### src/rtl/clk_scaler_pkg.sv
package clk_scaler_pkg;

   typedef enum logic [1:0] {
      ROLE_GATE = 2'd0,
      ROLE_SEL  = 2'd1,
      ROLE_RSV  = 2'd2
   } bit_role_e;

   function automatic bit_role_e bit_role(input int idx, input int gate_bit, input int sel_w);
      if (idx == gate_bit)  return ROLE_GATE;
      else if (idx < sel_w) return ROLE_SEL;
      else                  return ROLE_RSV;
   endfunction

   function automatic logic [31:0] reserved_mask(input int data_w, input int gate_bit, input int sel_w);
      logic [31:0] m;
      m = '0;
      for (int i = 0; i < data_w; i++)
         if (bit_role(i, gate_bit, sel_w) == ROLE_RSV) m[i] = 1'b1;
      return m;
   endfunction

endpackage

### src/rtl/cs_unlock_gate.sv
module cs_unlock_gate #(
   parameter int DATA_W   = 8,
   parameter int GATE_BIT = 7,
   parameter int WINDOW   = 4
) (
   input  logic              clk,
   input  logic              rst_n,
   input  logic              wr_en,
   input  logic [DATA_W-1:0] wr_data,
   output logic              open_o,
   output logic              commit_o
);
   localparam int CW = (WINDOW > 1) ? $clog2(WINDOW) : 1;
   localparam logic [DATA_W-1:0] ARM_WORD = DATA_W'(1) << GATE_BIT;

   logic          open_q;
   logic [CW-1:0] left_q;
   logic          arm_req;

   assign arm_req  = wr_en && (wr_data == ARM_WORD);
   assign commit_o = open_q && wr_en && !wr_data[GATE_BIT];
   assign open_o   = open_q;

   always_ff @(posedge clk) begin
      if (!rst_n) begin
         open_q <= 1'b0;
         left_q <= '0;
      end else if (commit_o) begin
         open_q <= 1'b0;
         left_q <= '0;
      end else if (open_q) begin
         if (left_q == '0) open_q <= 1'b0;
         else              left_q <= left_q - CW'(1);
      end else if (arm_req) begin
         open_q <= 1'b1;
         left_q <= CW'(WINDOW - 1);
      end
   end
endmodule

### src/rtl/cs_sel_reg.sv
module cs_sel_reg #(
   parameter int SEL_W         = 4,
   parameter int MAX_CODE      = 8,
   parameter int FUSED_CODE    = 3,
   parameter bit HOLD_RESERVED = 1'b1
) (
   input  logic             clk,
   input  logic             rst_n,
   input  logic             cfg_i,
   input  logic             commit_i,
   input  logic [SEL_W-1:0] code_i,
   output logic [SEL_W-1:0] sel_o,
   output logic             restart_o
);
   localparam logic [SEL_W-1:0] TOP_CODE = SEL_W'(MAX_CODE);
   localparam logic [SEL_W-1:0] CFG_CODE = SEL_W'(FUSED_CODE);

   logic [SEL_W-1:0] sel_q;
   logic [SEL_W-1:0] next_code;
   logic             legal;

   generate
      if (HOLD_RESERVED) begin : g_hold
         assign legal     = (code_i <= TOP_CODE);
         assign next_code = code_i;
      end else begin : g_clamp
         assign legal     = 1'b1;
         assign next_code = (code_i > TOP_CODE) ? TOP_CODE : code_i;
      end
   endgenerate

   assign restart_o = commit_i && legal && (next_code != sel_q);
   assign sel_o     = sel_q;

   always_ff @(posedge clk) begin
      if (!rst_n)         sel_q <= cfg_i ? CFG_CODE : '0;
      else if (restart_o) sel_q <= next_code;
   end
endmodule

### src/rtl/cs_pow2_divider.sv
module cs_pow2_divider #(
   parameter int SEL_W    = 4,
   parameter int MAX_CODE = 8
) (
   input  logic             clk,
   input  logic             rst_n,
   input  logic             restart_i,
   input  logic [SEL_W-1:0] sel_i,
   output logic             tick_o
);
   localparam int CNT_W = (MAX_CODE > 0) ? MAX_CODE : 1;

   generate
      if (MAX_CODE == 0) begin : g_pass
         assign tick_o = 1'b1;
      end else begin : g_count
         logic [CNT_W-1:0] cnt_q;
         logic [CNT_W:0]   span;
         logic             wrap;

         assign span   = ((CNT_W+1)'(1) << sel_i) - (CNT_W+1)'(1);
         assign wrap   = ({1'b0, cnt_q} == span);
         assign tick_o = (cnt_q == '0);

         always_ff @(posedge clk) begin
            if (!rst_n || restart_i) cnt_q <= '0;
            else if (wrap)           cnt_q <= '0;
            else                     cnt_q <= cnt_q + CNT_W'(1);
         end
      end
   endgenerate
endmodule

### src/rtl/clk_scaler_guarded.sv
module clk_scaler_guarded #(
   parameter int DATA_W        = 8,
   parameter int SEL_W         = 4,
   parameter int GATE_BIT      = 7,
   parameter int WINDOW        = 4,
   parameter int MAX_CODE      = 8,
   parameter int FUSED_CODE    = 3,
   parameter bit HOLD_RESERVED = 1'b1
) (
   input  logic              clk,
   input  logic              rst_n,
   input  logic              cfg_div8,
   input  logic              wr_en,
   input  logic [DATA_W-1:0] wr_data,
   output logic [DATA_W-1:0] rd_data,
   output logic              tick_o
);
   import clk_scaler_pkg::*;

   generate
      if (GATE_BIT < SEL_W || GATE_BIT >= DATA_W) begin : g_bad_gate
         $error("gate bit must sit above the select field and inside the word");
      end
      if (WINDOW < 1) begin : g_bad_window
         $error("unlock window must be at least one cycle");
      end
      if (MAX_CODE >= (1 << SEL_W) || FUSED_CODE > MAX_CODE) begin : g_bad_code
         $error("select codes do not fit the select field");
      end
   endgenerate

   logic             gate_open;
   logic             commit;
   logic [SEL_W-1:0] sel;
   logic             restart;

   cs_unlock_gate #(
      .DATA_W   (DATA_W),
      .GATE_BIT (GATE_BIT),
      .WINDOW   (WINDOW)
   ) u_gate (
      .clk      (clk),
      .rst_n    (rst_n),
      .wr_en    (wr_en),
      .wr_data  (wr_data),
      .open_o   (gate_open),
      .commit_o (commit)
   );

   cs_sel_reg #(
      .SEL_W         (SEL_W),
      .MAX_CODE      (MAX_CODE),
      .FUSED_CODE    (FUSED_CODE),
      .HOLD_RESERVED (HOLD_RESERVED)
   ) u_sel (
      .clk       (clk),
      .rst_n     (rst_n),
      .cfg_i     (cfg_div8),
      .commit_i  (commit),
      .code_i    (wr_data[SEL_W-1:0]),
      .sel_o     (sel),
      .restart_o (restart)
   );

   cs_pow2_divider #(
      .SEL_W    (SEL_W),
      .MAX_CODE (MAX_CODE)
   ) u_div (
      .clk       (clk),
      .rst_n     (rst_n),
      .restart_i (restart),
      .sel_i     (sel),
      .tick_o    (tick_o)
   );

   for (genvar i = 0; i < DATA_W; i++) begin : g_rd
      if (bit_role(i, GATE_BIT, SEL_W) == ROLE_GATE) begin : g_gate
         assign rd_data[i] = gate_open;
      end else if (bit_role(i, GATE_BIT, SEL_W) == ROLE_SEL) begin : g_sel
         assign rd_data[i] = sel[i];
      end else begin : g_rsv
         assign rd_data[i] = 1'b0;
      end
   end
endmodule

### config.mk
export PLATFORM = sky130hd
export DESIGN_NAME = clk_scaler_guarded
export DESIGN_NICKNAME = d
export VERILOG_FILES = /design/src/rtl/clk_scaler_pkg.sv /design/src/rtl/cs_unlock_gate.sv /design/src/rtl/cs_sel_reg.sv /design/src/rtl/cs_pow2_divider.sv /design/src/rtl/clk_scaler_guarded.sv
export SDC_FILE = /design/constraint.sdc
export NUM_CORES = 1
export LEC_CHECK = 0
export BUFFER_PORTS_ARGS = -buffer_cell sky130_fd_sc_hd__buf_4
export CORE_ASPECT_RATIO = 1.25
export CORE_MARGIN = 2
export CORE_UTILIZATION = 40
export DETAILED_ROUTE_END_ITERATION = 8
export SYNTH_ARGS = -nofsm -noshare
export SYNTH_HDL_FRONTEND = slang
export SYNTH_HIERARCHICAL = 1
export SYNTH_SLANG_ARGS = --single-unit
### constraint.sdc
create_clock -name clk -period 5.3 [get_ports clk]
set_input_delay 0 -clock clk [delete_from_list [all_inputs] [get_ports clk]]
set_output_delay 0 -clock clk [all_outputs]
set_load 0.05 [all_outputs]
==> impl_metrics.py, run 1 <==
metrics = {
    "status": {
        "status": "complete, no violations",
    },
    "detailed_routing": {
        "dr_total_vias": 1003,
        "drc": 0,
        "dr.pass1.iters": 4,
        "met2_length_um": 1260,
        "topRoutingLayerUsed": "met4",
        "drt-met1-wl_um": 1050,
        "postRouteAntennaNets": 0,
        "drtIter0Drc": 32,
        "viasPerCell": 5.45,
        "routed_wl_um": 2460,
        "wl_per_cell_um": 13.3,
        "wl_met3_um": 83,
    },
    "cts": {
        "cts_tree": "built",
        "clk_latency_ns": 0.29,
        "h-tree-depth": 1,
        "clkSinkCount": 15,
        "root_buffer": "clkbuf_4",
        "clk_pin_slew_ns": 0.09,
        "clk_path_buf_depth": 2,
        "cts_made_buffers": 3,
    },
    "yosys": {
        "synth.area.mux_share_pct": 0.986,
        "synth_edf_count": 4,
        "yosys_warnings": 6,
        "synth.avg_cell_area_sq_um": 8.46,
        "ys_top_cells_by_area": "dfxtp_1 (19%), edfxtp_1 (11%), xnor2_1 (7.7%)",
        "synth_cell_types": 46,
        "synthCells": 135,
        "yosys.area.top_type_share_pct": 19.3,
        "synth_xor_area_share_pct": 9.97,
        "async_reset_ff_share_pct": 0,
        "synth_top_family_by_area": "simple AND/OR/NAND/NOR gates",
        "yosys.area_share.simple_pct": 30.6,
        "syn_area_sq_um": 1140,
        "synth-compound-area-share_pct": 16.8,
        "synthAdderAreaFrac_pct": 4.38,
        "yosysTopAreaCell": "dfxtp_1",
        "ys.flop_type": "dfxtp_1",
        "ys_seq_elements": 15,
        "yosysSeqAreaShare_pct": 29.8,
    },
    "power_and_ir_drop": {
        "seq_power_share_pct": 49.3,
        "comb_power_share_pct": 26.2,
        "p_clk_share_pct": 24.5,
        "p_int_mw": 0.182,
        "p_leak_nw": 0.569,
        "ir_drop_mv": 0.125,
        "p_sw_mw": 0.0944,
        "p_per_area_nw_per_um2": 211,
        "swShare_pct": 34.2,
    },
    "sta": {
        "setup_viol": 0,
        "setup_tns_ns": 0,
        "finalMaxSlewViolations": 0,
        "tightest_slew_ns": 0.518,
        "slew_headroom_pct": 65.4,
        "fin_crit_ns": 2.75,
        "rsz0062_at_grt": "no",
        "clock_skew_ns": 0.00652,
        "max_freq_ghz": 0.364,
        "post-route-period-util_pct": 51.9,
        "final_hold_viol_count": 0,
    },
    "grt": {
        "grt_max_degree": 18,
        "grt_usage_pct": 17.2,
        "grt_pass1_wl_um": 4370,
        "grt-ovfl-total": 0,
        "first_global_vias": 991,
        "antenna_found_initial": 0,
    },
    "setup_path": {
        "arrival_ns": 2.91,
        "path_max_fanout": 13,
        "path_class": "reg -> reg",
        "worstPathRequired_ns": 5.46,
        "r2r_setup_slack_ns": 2.55,
        "crit_path_start_kind": "flop",
        "worstSetupEndpointType": "flop",
    },
    "final_layout": {
        "seq_area_sq_um": 340,
        "area_growth_syn_to_layout_pct": 14.7,
        "n_antenna_cell": 0,
        "nFillCells": 269,
        "final_area_sq_um": 1310,
        "multi_input_area_sq_um": 727,
        "drive_above_1_share_pct": 16.0,
        "layout.nets": 167,
    },
    "placed_design": {
        "hpwl_um": 1820,
        "io_buffers": 17,
        "placed_cell_area_sq_um": 1260,
        "gp_congestion": 0.762,
    },
    "floorplan": {
        "dieWidth_um": 51.8,
        "die_h_um": 63.8,
        "initial_core_util_pct": 42.2,
        "ios": 21,
        "num_rows": 21,
        "die-area_sq_um": 3300,
        "core-area_sq_um": 2710,
    },
    "run": {
        "drv_cap": 0,
    },
    "hold_path": {
        "hold_class": "in -> reg",
    },
}
==> cell usage after synthesis (all sizes together) (2+ instances only) <==
cell type  count
nand3          2
ha             4
nor2           8
clkbuf         3
nor3           2
edfxtp         4
and2           6
nand2         14
nand4          4
nor3b          3
xor2           3
dfxtp         11
buf            7
nor4           4
inv            7
o211a          2
o21bai         2
o311a          3
o21ai          5
and3           4
nor2b          7
xnor2         10
a21oi          2
==> registers in the layout, indices dropped and copies added, names as in the netlist <==
signal               flops
u_gate/left_q            2
u_gate/open_o            1
u_sel/sel_o              4
u_div/g_count.cnt_q      8
==> cells by family (layout without fill, tap and decap cells) <==
| family | after synthesis | after routing |
|---|---|---|
| compound gates | 24 | 24 |
| fa+ha+maj | 4 | 4 |
| mux | 1 | 1 |
| flops | 15 | 15 |
| other cells | 1 | 3 |
| simple gates | 60 | 60 |
| xor+xnor | 13 | 13 |
| buf+inv | 17 | 30 |
==> path summary, 6_finish.rpt <==
kind	endpoint	from	cells past startpoint
hold reg to reg	u_gate/left_q[1]	u_gate/left_q[1]	1
setup reg to reg	u_div/g_count.cnt_q[4]	u_sel/sel_o[1]	8
setup / recovery	u_div/g_count.cnt_q[4]	u_sel/sel_o[1]	8
hold / removal	u_sel/sel_o[1]	wr_data[1]	3
==> repair_timing <==
| item | 4_1_cts | 5_1_grt |
|---|---|---|
| hold endpoints to repair | 2 | 0 |
| setup buffers | 0 | 0 |
| hold buffers | 2 | 0 |
| resized for setup | 0 | 0 |
==> final cells by class <==
cell class	count	share of cell area (%)
Multi-Input combinational cell	105	55.5
Sequential cell	15	26.0
Timing Repair Buffer	19	11.3
Tap cell	34	3.25
Clock buffer	4	2.01
Inverter	7	2.01
==> power groups by stage <==
stage	clock, mW	combinational (mW)	sequential (mW)
finish	0.0676	0.0725	0.136
global placement	0	0.0699	0.138
floorplan	0	0.0506	0.140
detailed placement	0	0.0708	0.139
CTS	0.0707	0.0723	0.136
global route	0.0735	0.0792	0.138
==> cell usage in the layout, fill, tap and decap left out, types with 2 or more instances in the layout <==
cell type and count:
a21oi_1 2, and2_1 5, and3_1 3, buf_4 17
clkbuf_4 3, conb_1 3, dfxtp_1 11, dlygate4sd3_1 2
edfxtp_1 4, ha_1 4, inv_1 7, nand2_1 14
nand3_1 2, nand4_1 4, nor2_1 8, nor2b_1 7
nor3_1 2, nor3b_1 3, nor4_1 3, o211a_1 2
o21ai_0 4, o21bai_1 2, o311a_1 3, xnor2_1 10
xor2_1 3
==> metrics by stage <==
| step | hold slack [ns] | power [mW] | worst slack (ns) | cells | utilization [%] |
|---|---|---|---|---|---|
| floorplan | 0.131 | 0.190 | 2.73 | 137 | - |
| global placement | 0.294 | 0.208 | 2.74 | 178 | 46.7 |
| detailed placement | 0.297 | 0.210 | 2.56 | 178 | 46.7 |
| CTS | 0.00672 | 0.279 | 2.55 | 184 | 48.4 |
| global route | 0.0273 | 0.291 | 2.35 | 184 | 48.4 |
| finish | 0.0105 | 0.276 | 2.55 | 184 | 48.4 |
==> worst max-delay path, cell delays in order, from the launching register on <==
cell	delay, ns
edfxtp_1	0.60
nor2_1	0.24
nand3b_1	0.10
ha_1	0.35
xnor2_1	0.21
a2111oi_1	0.43
o22ai_1	0.20
nor4_4	0.38
nor3b_1	0.10
==> routing by layer <==
layer | global-route usage, % | vias to the layer above
li1 | - | 504
met1 | 21.4 | 470
met2 | 28.8 | 24
met3 | 1.40 | 5
met4 | 9.21 | 0
met5 | 0 | -
Note: power is estimated with default switching activity, not from simulation.
==> run 2, diff against run 1 <==
==> constraint.sdc (replaced) <==
create_clock -name clk -period 2.5 [get_ports clk]
set_input_delay 0 -clock clk [delete_from_list [all_inputs] [get_ports clk]]
set_output_delay 0 -clock clk [all_outputs]
set_load 0.05 [all_outputs]
==> run 2 against run 1 <==
Against the previous run:
- register-to-register slack worse by 2.3 ns
- largest cell class unchanged
- sequential cell count unchanged
- global-route usage down 1.3 points
- utilization is 1.4 points higher
- largest power group unchanged
- combinational power is 150% higher
- worst setup slack lost 2.3 ns
- clock power up 100%
- cell count is 2.2% higher
- hold slack gained 0.0081 ns
- sequential share of layout area down 0.75 points
- clock skew is 0.0047 ns lower
- routed wire length decreased by 2.3%
==> impl_metrics.py, run 2 (synthesis gave the netlist of run 1 again) <==
metrics = {
    "status": {
        "status": "complete, no violations",
    },
    "sta": {
        "post-route-period-util_pct": 88.7,
        "fin_crit_ns": 2.22,
        "finalMaxSlewViolations": 0,
        "rsz0062_at_grt": "no",
        "setup_tns_ns": 0,
        "max_freq_ghz": 0.451,
        "final_hold_viol_count": 0,
        "setup_viol": 0,
        "clock_skew_ns": 0.00183,
        "hold_slack_ns": 0.0187,
    },
    "cts": {
        "postCtsSetupBuffers": 0,
        "cts_tree": "built",
        "clk_path_buf_depth": 2,
        "clk_latency_ns": 0.28,
        "clk_pin_slew_ns": 0.09,
        "cts_made_buffers": 3,
        "clkSinkCount": 15,
        "h-tree-depth": 1,
        "root_buffer": "clkbuf_4",
    },
    "floorplan": {
        "die_h_um": 63.8,
        "num_rows": 21,
        "core-area_sq_um": 2710,
        "die-area_sq_um": 3300,
        "dieWidth_um": 51.8,
        "ios": 21,
        "initial_core_util_pct": 42.2,
    },
    "detailed_routing": {
        "postRouteAntennaNets": 0,
        "dr_total_vias": 1026,
        "drtIter0Drc": 35,
        "routed_wl_um": 2400,
        "wl_per_cell_um": 12.8,
        "drc": 0,
        "viasPerCell": 5.46,
        "dr.pass1.iters": 5,
    },
    "power_and_ir_drop": {
        "ir_drop_mv": 0.241,
        "p_per_area_nw_per_um2": 437,
        "p_leak_nw": 0.591,
    },
    "final_layout": {
        "most-common-layout-cells": "buf_4 (22), nand2_1 (14), dfxtp_1 (11), xnor2_1 (10)",
        "layout.nets": 171,
        "seq_area_sq_um": 340,
        "nFillCells": 266,
        "multi_input_area_sq_um": 737,
        "drive_above_1_share_pct": 20.8,
        "final_common_cell": "buf_4",
        "n_antenna_cell": 0,
        "utilization_pct": 49.8,
        "area_growth_syn_to_layout_pct": 18.1,
        "largest_reg_flops": 8,
        "largest-register": "u_div/g_count.cnt_q",
    },
    "setup_path": {
        "path_class": "reg -> reg",
        "worstSetupEndpointType": "flop",
        "path_max_fanout": 13,
        "worstPathRequired_ns": 2.66,
        "crit_path_start_kind": "flop",
        "arrival_ns": 2.37,
    },
    "grt": {
        "grt_usage_pct": 15.9,
        "grt_max_degree": 15,
        "grt_pass1_wl_um": 4080,
        "grt-ovfl-total": 0,
        "antenna_found_initial": 0,
        "first_global_vias": 945,
    },
    "placed_design": {
        "hpwl_um": 1890,
        "io_buffers": 17,
        "gp_congestion": 0.738,
    },
    "hold_path": {
        "hold_class": "in -> reg",
    },
    "run": {
        "drv_cap": 0,
    },
}
run 2: cell count changes in the layout (fill, tap and decap cells not counted), sizes merged:
| cell | change |
|---|---|
| buf | +5 |
| clkbuf | -1 |
| clkinv | +1 |
| dlygate4sd3 | -1 |
run 2: area by class of cell:
class	instances	area share [%]
clock buffer	3	1.67
inverter	7	1.95
multi-input combinational	105	54.6
tap	34	3.15
timing repair buffer	23	13.0
clock inverter	1	0.371
sequential	15	25.2
run 2: routing by layer:
layer | global-route usage, % | part of all wire (%) | vias to the layer above
met3 | 2.10 | 2.0 | 2
met2 | 28.2 | 54 | 17
li1 | - | - | 513
met5 | 0 | 0 | -
met1 | 19.9 | 44 | 494
met4 | 3.95 | 0.54 | 0
run 2: critical path, cell delays in order (launching register included):
cell,delay [ns]
edfxtp_1,0.44
nor2_4,0.14
nand3b_1,0.10
ha_2,0.26
xnor2_1,0.17
a2111oi_1,0.34
o22ai_1,0.18
nor4_4,0.37
nor2_1,0.09
run 2: through the flow:
step	area [sq um]	setup WS, ns	cells	power (mW)
CTS	1350	0.131	188	0.598
detailed placement	1310	0.142	183	0.460
finish	1350	0.283	188	0.590
global placement	1310	0.277	183	0.457
global route	1350	0.0366	188	0.624
floorplan	1190	0.00240	137	0.413
run 2: path summary, 6_finish.rpt:
kind                         start                      to  slack, ns  cells after the start
hold reg to reg   u_gate/left_q[0]        u_gate/left_q[0]       0.54                      1
setup reg to reg    u_sel/sel_o[1]  u_div/g_count.cnt_q[5]       0.28                      8
setup / recovery    u_sel/sel_o[1]  u_div/g_count.cnt_q[5]       0.28                      8
hold / removal            cfg_div8          u_sel/sel_o[0]       0.02                      3
run 2: what timing repair did:
action	4_1_cts	5_1_grt
hold buffers	1	0
hold endpoints to repair	1	0
resized for setup	0	0
endpoints found under the setup margin	0	8
run 2: power by group:
group	total [mW]	switching (mW)	internal, mW
Combinational	0.181	0.108	0.0726
Sequential	0.274	0.0138	0.260
Clock	0.135	0.0760	0.0593
Total	0.590	0.198	0.392
==> run 3, diff against run 2 <==
==> constraint.sdc (replaced) <==
create_clock -name clk -period 2.5 [get_ports clk]
set_input_delay 0.375 -clock clk [delete_from_list [all_inputs] [get_ports clk]]
set_output_delay 0.375 -clock clk [all_outputs]
set_load 0.05 [all_outputs]
==> run 3 against run 2 <==
Against the previous run:
- sequential power about the same
- maximum frequency decreased by 2.5%
- global-route usage increased by 0.45 points
- critical path type unchanged
==> impl_metrics.py, run 3 (synthesis gave the netlist of run 1 again) <==
metrics = {
    "status": {
        "status": "complete, no violations",
    },
    "final_layout": {
        "largest-register": "u_div/g_count.cnt_q",
        "final_cells": 186,
        "most-common-layout-cells": "buf_4 (21), nand2_1 (14), dfxtp_1 (11), xnor2_1 (10)",
        "n_antenna_cell": 0,
        "layout.nets": 169,
        "final_common_cell": "buf_4",
        "drive_above_1_share_pct": 20.4,
        "largest_reg_flops": 8,
        "nFillCells": 273,
        "area_growth_syn_to_layout_pct": 17.0,
    },
    "grt": {
        "grt_pass1_wl_um": 4150,
        "first_global_vias": 971,
        "grt_max_degree": 15,
        "grt-ovfl-total": 0,
        "antenna_found_initial": 0,
        "grt_usage_pct": 16.3,
    },
    "floorplan": {
        "ios": 21,
        "core-area_sq_um": 2710,
        "num_rows": 21,
        "initial_core_util_pct": 42.2,
        "die_h_um": 63.8,
        "dieWidth_um": 51.8,
        "die-area_sq_um": 3300,
    },
    "power_and_ir_drop": {
        "ir_drop_mv": 0.220,
        "p_per_area_nw_per_um2": 440,
        "p_leak_nw": 0.581,
        "power.total_mw": 0.588,
    },
    "cts": {
        "clk_pin_slew_ns": 0.08,
        "root_buffer": "clkbuf_4",
        "postCtsSetupBuffers": 0,
        "clkSinkCount": 15,
        "cts_resized": 0,
        "cts_hold_buf": 0,
        "clk_latency_ns": 0.27,
        "cts_made_buffers": 3,
        "clk_path_buf_depth": 2,
        "cts_tree": "built",
        "h-tree-depth": 1,
    },
    "setup_path": {
        "path_max_fanout": 13,
        "crit_path_start_kind": "flop",
        "arrival_ns": 2.42,
        "cp_slowest_cell": "edfxtp_1",
        "worstPathRequired_ns": 2.65,
        "slowest_delay_ns": 0.47,
        "path_class": "reg -> reg",
        "crit_chain": "nor2_1 > nand2_1 > ha_2 > xnor2_1 > a2111oi_1 > o22ai_1 > nor4_4 > nor3b_1",
        "worstSetupEndpointType": "flop",
    },
    "placed_design": {
        "placedCellCount": 182,
        "hpwl_um": 1890,
        "io_buffers": 17,
        "gp_congestion": 0.780,
    },
    "sta": {
        "slew_headroom_pct": 66.6,
        "setup_viol": 0,
        "tightest_slew_ns": 0.499,
        "rsz0062_at_grt": "no",
        "finalMaxSlewViolations": 0,
        "post-route-period-util_pct": 90.9,
        "setup_tns_ns": 0,
        "final_hold_viol_count": 0,
        "fin_crit_ns": 2.27,
        "clock_skew_ns": 0.000584,
        "max_freq_ghz": 0.440,
    },
    "hold_path": {
        "hold_class": "in -> reg",
    },
    "detailed_routing": {
        "dr.pass1.iters": 4,
        "routed_wl_um": 2500,
        "wl_per_cell_um": 13.4,
        "drc": 0,
        "viasPerCell": 5.47,
        "drtIter0Drc": 21,
        "postRouteAntennaNets": 0,
        "dr_total_vias": 1018,
    },
    "run": {
        "drv_cap": 0,
    },
}
==> run 3: cell count changes in the layout (fill, tap and decap cells not counted) <==
cell	previous run	this run
buf_4	22	21
clkbuf_1	0	1
clkinv_2	1	0
dlygate4sd3_1	1	0
nor4_1	3	2
nor4_2	0	1
==> run 3: path summary, 6_finish.rpt <==
check	start	endpoint	slack [ns]	depth (start not counted)
min	rst_n	u_gate/left_q[0]	0.39	2
max	u_sel/sel_o[0]	u_div/g_count.cnt_q[0]	0.23	8
max reg2reg	u_sel/sel_o[0]	u_div/g_count.cnt_q[0]	0.23	8
min reg2reg	u_gate/left_q[1]	u_gate/left_q[1]	0.53	1
==> run 3: power by group <==
group | switching (mW) | total (mW) | internal, mW
registers | 0.0145 | 0.275 | 0.260
clock network | 0.0727 | 0.134 | 0.0618
logic | 0.109 | 0.179 | 0.0707
==> run 3: metal layers <==
layer / wire length [um] / track usage, % / part of all wire, %
met2: 1240 / 27.4 / 50
met1: 1150 / 20.7 / 46
met5: 0 / 0 / 0
met4: 46 / 7.57 / 1.8
met3: 55 / 1.64 / 2.2
==> run 3: worst max-delay path, delay by kind of cell, from the launching register on <==
family	cells	cell delay, ns
AO/OA/AOI/OAI	2	0.55
flip-flops	1	0.47
AND/OR/NAND/NOR	4	0.70
XOR/XNOR	1	0.17
adder cells (fa/ha/maj)	1	0.26
==> run 3: layout make-up <==
class | count | area, sq um | share of cell area (%)
inverters | 7 | 26.3 | 1.97
clock buffers | 4 | 26.3 | 1.97
repair buffers | 21 | 158 | 11.8
flip-flops and latches | 15 | 340 | 25.5
multi-input cells | 105 | 743 | 55.6
well taps | 34 | 42.5 | 3.18
==> run 3: stage by stage <==
step,hold slack [ns],worst slack [ns],area [sq um],utilization [%]
final,0.385,0.227,1340,49.4
after global routing,0.384,0.0504,1340,49.4
after CTS,0.373,0.116,1340,49.4
after detailed placement,0.507,0.130,1310,48.4
after global placement,0.496,0.232,1310,48.4
after floorplan,0.484,0.00147,1190,-
